--- config.mk ---
export PLATFORM = sky130hd
export DESIGN_NAME = coll_arbiter
export DESIGN_NICKNAME = d
export VERILOG_FILES = /design/src/rtl/coll_arb_pkg.sv /design/src/rtl/host_sel_sync.sv /design/src/rtl/arb_fsm.sv /design/src/rtl/arb_outputs.sv /design/src/rtl/coll_arbiter.sv
export SDC_FILE = /design/constraint.sdc
export NUM_CORES = 1
export LEC_CHECK = 0
export BUFFER_PORTS_ARGS = -buffer_cell sky130_fd_sc_hd__buf_2
export CAP_MARGIN = 5
export CORE_AREA = 2 2 39 41
export CTS_CLUSTER_DIAMETER = 100
export DETAILED_ROUTE_END_ITERATION = 8
export DIE_AREA = 0 0 41 43
export GPL_TIMING_DRIVEN = 0
export PLACE_DENSITY_LB_ADDON = 0.3
export SLEW_MARGIN = 0
export SYNTH_ARGS = -nofsm -noshare
export SYNTH_HDL_FRONTEND = slang
export SYNTH_HIERARCHICAL = 1
export SYNTH_SLANG_ARGS = --single-unit
--- constraint.sdc ---
create_clock -name clk -period 1.3 [get_ports clk]
set_input_delay 0.065 -clock clk [delete_from_list [all_inputs] [get_ports clk]]
set_output_delay 0.065 -clock clk [all_outputs]
set_load 0.05 [all_outputs]
--- src/rtl/coll_arb_pkg.sv ---
package coll_arb_pkg;

    // Arbitration state of the local side
    typedef enum logic [1:0] {
        ARB_IDLE = 2'd0,  // no local access seen
        ARB_OWN  = 2'd1,  // local access granted
        ARB_HOLD = 2'd2   // local access stalled behind host
    } arb_state_e;

    // Decoded control flags produced from the state
    typedef struct packed {
        logic granted;
        logic stalled;
    } arb_flags_t;

    // Next state given the local request and the synchronised host request
    function automatic arb_state_e arb_next(input arb_state_e cur,
                                            input logic loc_req,
                                            input logic host_req);
        arb_state_e nxt;
        if (!loc_req) begin
            nxt = ARB_IDLE;
        end else begin
            case (cur)
                ARB_OWN:  nxt = ARB_OWN;
                ARB_HOLD: nxt = host_req ? ARB_HOLD : ARB_OWN;
                default:  nxt = host_req ? ARB_HOLD : ARB_OWN;
            endcase
        end
        return nxt;
    endfunction

    function automatic arb_flags_t arb_decode(input arb_state_e cur);
        arb_flags_t f;
        f.granted = (cur == ARB_OWN);
        f.stalled = (cur == ARB_HOLD);
        return f;
    endfunction

endpackage

--- src/rtl/host_sel_sync.sv ---
module host_sel_sync #(
    parameter int STAGES = 2
) (
    input  logic clk,
    input  logic rst,
    input  logic async_sel_n,
    output logic host_busy
);
    localparam int LAST = STAGES - 1;

    logic [LAST:0] chain_q;

    generate
        for (genvar i = 0; i < STAGES; i++) begin : g_stage
            if (i == 0) begin : g_first
                always_ff @(posedge clk) begin
                    if (rst) chain_q[0] <= 1'b1;
                    else     chain_q[0] <= async_sel_n;
                end
            end else begin : g_next
                always_ff @(posedge clk) begin
                    if (rst) chain_q[i] <= 1'b1;
                    else     chain_q[i] <= chain_q[i-1];
                end
            end
        end
    endgenerate

    assign host_busy = ~chain_q[LAST];
endmodule

--- src/rtl/arb_fsm.sv ---
module arb_fsm
    import coll_arb_pkg::*;
(
    input  logic       clk,
    input  logic       rst,
    input  logic       loc_req,
    input  logic       host_req,
    output arb_flags_t flags
);
    arb_state_e state_q;

    always_ff @(posedge clk) begin
        if (rst) state_q <= ARB_IDLE;
        else     state_q <= arb_next(state_q, loc_req, host_req);
    end

    assign flags = arb_decode(state_q);
endmodule

--- src/rtl/arb_outputs.sv ---
module arb_outputs
    import coll_arb_pkg::*;
(
    input  logic       loc_req,
    input  arb_flags_t flags,
    output logic       gated_n,
    output logic       wait_n
);
    // Gating uses the live local request so release is immediate
    assign gated_n = ~(loc_req & flags.granted);
    assign wait_n  = ~flags.stalled;
endmodule

--- src/rtl/coll_arbiter.sv ---
module coll_arbiter
    import coll_arb_pkg::*;
#(
    parameter int SYNC_STAGES = 2
) (
    input  logic clk,
    input  logic rst,
    input  logic host_sel_n,
    input  logic loc_sel_n,
    output logic loc_sel_gated_n,
    output logic loc_wait_n
);
    logic       host_busy;
    logic       loc_req;
    arb_flags_t flags;

    assign loc_req = ~loc_sel_n;

    host_sel_sync #(.STAGES(SYNC_STAGES)) u_sync (
        .clk        (clk),
        .rst        (rst),
        .async_sel_n(host_sel_n),
        .host_busy  (host_busy)
    );

    arb_fsm u_fsm (
        .clk     (clk),
        .rst     (rst),
        .loc_req (loc_req),
        .host_req(host_busy),
        .flags   (flags)
    );

    arb_outputs u_out (
        .loc_req(loc_req),
        .flags  (flags),
        .gated_n(loc_sel_gated_n),
        .wait_n (loc_wait_n)
    );
endmodule

# == After elaboration in Yosys (flattened, before gate mapping) ==
# Index checks and enable logic that the tools add are counted.
# classes
n_eq_ne,2
n_mux,2
n_bitwise,4
reduce_logical,2
# ops
operator,n
$not A1 Y1,3
$reduce_or A3 Y1,1
$eq A2 B1 Y1 const B,1
$eq A2 B2 Y1 const B,1
$mux W2,1
$reduce_or A2 Y1,1
$and A1 B1 Y1,1
$mux W1,1
# totals
reg_bits,4
input_bits,4
output_inout_bits,2
word_cells,14

# == Longest topological paths before layout ==
# depth
ltp_word,3
mapped_depth,3
ltp_nobuf,3

# == Hierarchy ==
# Netlist, hierarchy kept.
# modules_own_cells
module,n_inst,cells_per_inst,area_per_inst_um2,seq_area_each_um2
arb_fsm,1,8,87.6,40.0
host_sel_sync,1,5,56.3,40.0
arb_outputs,1,2,7.5,0.0
coll_arbiter,1,1,3.8,0.0

# == Least setup slack after synthesis ==
# Ideal clock, no wire load.
# synth_path
kind,flip-flop to output port
start,reg u_fsm.state_q[1]
end,out loc_sel_gated_n
arrival_ns,0.782
required_time_ns,1.235
setup_slack_ns,0.453
stages_incl_launch_ff,4
path_buffers,0
path_cell_list,dfxtp_1 -> nand2b_4 -> inv_2 -> nand2_1
# synth_rtl
item,line,source
from (decl),arb_fsm.sv:10,arb_state_e state_q;
from (signal assigned),arb_fsm.sv:14,"else state_q <= arb_next(state_q, loc_req, host_req);"
to (decl),coll_arbiter.sv:10,"output logic loc_sel_gated_n,"

==> flow_metrics.env <==
export IMPL_p_int_uw=242.1
export IMPL_required_ps=1240
export IMPL_synth_seq_cells=4
export IMPL_path_class="flip-flop to output port"
export IMPL_synth_common_cells="dfxtp_1, inv_1, or2_1"
export IMPL_cts_root_buf="clkbuf_4"
export IMPL_crit_buf_inv=2
export IMPL_leakage_nw=0.1018
export IMPL_cts_buffers=3
export IMPL_grt_overflow=0
export IMPL_seqPwrFrac_pct=43.0
export IMPL_drt_iter0_drc=0
export IMPL_start_util_pct=11.21
export IMPL_cp_top_family="flip-flops"
export IMPL_cpPeakStageDelay_ps=310
export IMPL_postLayoutSetupSlackWorst_ps=224.9
export IMPL_grt_pass1_vias=130
export IMPL_portBuffers=5
export IMPL_drc_errors=0
export IMPL_status="finished clean"
export IMPL_drtPass1Iterations=1
export IMPL_h_tree_depth=1
export IMPL_synth_edf_count=0
export IMPL_startpoint_type="flip-flop"
export IMPL_drive_gt1_share_pct=45.83
export IMPL_die_w_um=41
export IMPL_min_path_type="input pin to flip-flop"
export IMPL_path_max_fanout=2
export IMPL_n_antenna_cell=0
export IMPL_power_frac_clock_pct=48.8
export IMPL_max_freq_mhz=930.1
export IMPL_fin_crit_ps=1075
export IMPL_grt_max_degree=4
export IMPL_final_core_util_pct=16.09
export IMPL_cts_tree="done"
export IMPL_synth_warnings=6
export IMPL_p_switching_uw=62.34
export IMPL_yosys_most_used_dff="dfxtp_1"
export IMPL_ys_async_sr_fraction_pct=0
export IMPL_syn2layout_area_growth_pct=43.55
export IMPL_slew_viol_final=0
export IMPL_vias=121
export IMPL_via_per_inst=3.025
export IMPL_p_sw_share_pct=20.48
export IMPL_insertion_delay_ps=230
export IMPL_synth_nets=20
export IMPL_synth_area_um2=155.1
export IMPL_synth_area_leaders="dfxtp_1, nand2b_4, nor3b_2"
export IMPL_antenna_left=0
export IMPL_worst_slew_pin_transition_ps=248.1
export IMPL_finalHoldViolations=0
export IMPL_core_area_um2=1384
export IMPL_post_place_ws_ps=465.1
export IMPL_rsz0062_at_grt="no"
export IMPL_wl_um=238
export IMPL_synth_top_area_share_pct=51.61
export IMPL_setup_viol=0
export IMPL_critPathArrivalTime_ps=1010
export IMPL_cts_sinks=4
export IMPL_cts_reportedPaths_clkPinSlew_ps=40
export IMPL_ctsHoldBuffers=0
export IMPL_yosysTopAreaCell="dfxtp_1"
export IMPL_fin_crit_sh_pct=82.70
export IMPL_die_area_um2=1763
export IMPL_n_fill_cell=155
export IMPL_clk_path_buf_depth=2
export IMPL_pwr_density_cell_nw_per_um2=1367
export IMPL_yosysMostFrequentCell="dfxtp_1"
export IMPL_setup_tns_ps=0
export IMPL_worstPathCellList="nand2b_4, inv_2, nand2_1, buf_2"
export IMPL_cpMaxStageDelayCell="dfxtp_1"
export IMPL_layout_nets=30
export IMPL_gp_congestion=0.4832
export IMPL_endpoint_kind="output port"
export IMPL_multi_input_area_um2=60.06
export IMPL_ios=6
export IMPL_relSlewSlack_pct=83.57
export IMPL_wl_per_cell_um=5.950
export IMPL_postCtsSetupBuffers=0
export IMPL_synth_distinct_cells=10
export IMPL_regArea_um2=80.08
export IMPL_cts_resized=0
export IMPL_die_height_um=43
export IMPL_row_count=14
export IMPL_syn_inst=16
export IMPL_antenna_found_initial=0
export IMPL_ir_drop_uv=372.6
export IMPL_grt_pass1_wl_um=441
export IMPL_combinationalPowerShare_pct=8.2
export IMPL_skew_ps=1.119
export IMPL_syn_avg_cell_area_um2=9.697
export IMPL_maxCapViolCount=0
export IMPL_track_usage_pct=4.217
export IMPL_seq_area_frac_synth_pct=51.61
## stage by stage
stage               std cells  hold slack, ps  cell area [um^2]  power (mW)
global route               40           24.79             222.7      0.3209
floorplan                  16           162.1             155.1      0.1499
finish                     40           23.26             222.7      0.3044
global placement           37           245.9             200.2      0.1565
CTS                        40           12.62             222.7      0.3150
detailed placement         37           255.3             200.2      0.1579
## layout by cell type, fill, tap and decap left out
| cell type | count |
|---|---|
| nor3b_2 | 1 |
| clkbuf_4 | 3 |
| inv_2 | 1 |
| dfxtp_1 | 4 |
| inv_1 | 3 |
| nand2_1 | 1 |
| or2_1 | 2 |
| buf_2 | 5 |
| nor2b_1 | 1 |
| nand2b_4 | 1 |
| nand2b_1 | 1 |
| a21oi_1 | 1 |
## flip-flops by register name, summed over array words and instances (netlist names)
register and flops:
u_sync/chain_q 2, u_fsm/state_q 2
## kinds of logic after synthesis
group	synth area share, %
and+or+nand+nor	35.48
DFF	51.61
buffers and inverters	9.675
AOI/OAI and AO/OA	3.223
## routing by layer
layer	up-vias	routed length, um	global-route usage, %	part of all wire (%)
li1	64	-	-	-
met3	0	24	4.712	10
met2	6	104	5.313	44
met4	0	0	4.000	0
met1	51	108	3.215	45
met5	-	0	0	0
## final cells by class
| cell class | count | share of cell area [%] |
|---|---|---|
| flip-flops and latches | 4 | 35.95 |
| multi-input cells | 8 | 26.97 |
| repair buffers | 5 | 11.24 |
| clock buffers | 3 | 10.11 |
| well taps | 16 | 8.989 |
| inverters | 4 | 6.742 |
## power groups by stage
stage / Sequential, mW / Combinational, mW / Clock [mW]
after floorplan: 0.133 / 0.0173 / 0
after global placement: 0.133 / 0.0237 / 0
after detailed placement: 0.133 / 0.0250 / 0
after CTS: 0.131 / 0.0252 / 0.159
after global routing: 0.131 / 0.0274 / 0.162
final: 0.131 / 0.0249 / 0.149
## worst reg2reg max path: stages (launching register included)
cell      delay [ps]
dfxtp_1          310
nand2b_4         120
inv_2             40
nor3b_2          150
## final timing paths
path	start	endpoint	slack, ps	depth (start not counted)
max reg2reg	u_fsm/state_q[1]	u_fsm/state_q[1]	600	3
min	host_sel_n	u_sync/chain_q[0]	20	2
min reg2reg	u_sync/chain_q[0]	u_sync/chain_q[1]	400	1
max	u_fsm/state_q[1]	loc_sel_gated_n	220	4
(Power assumes the default switching activity.)
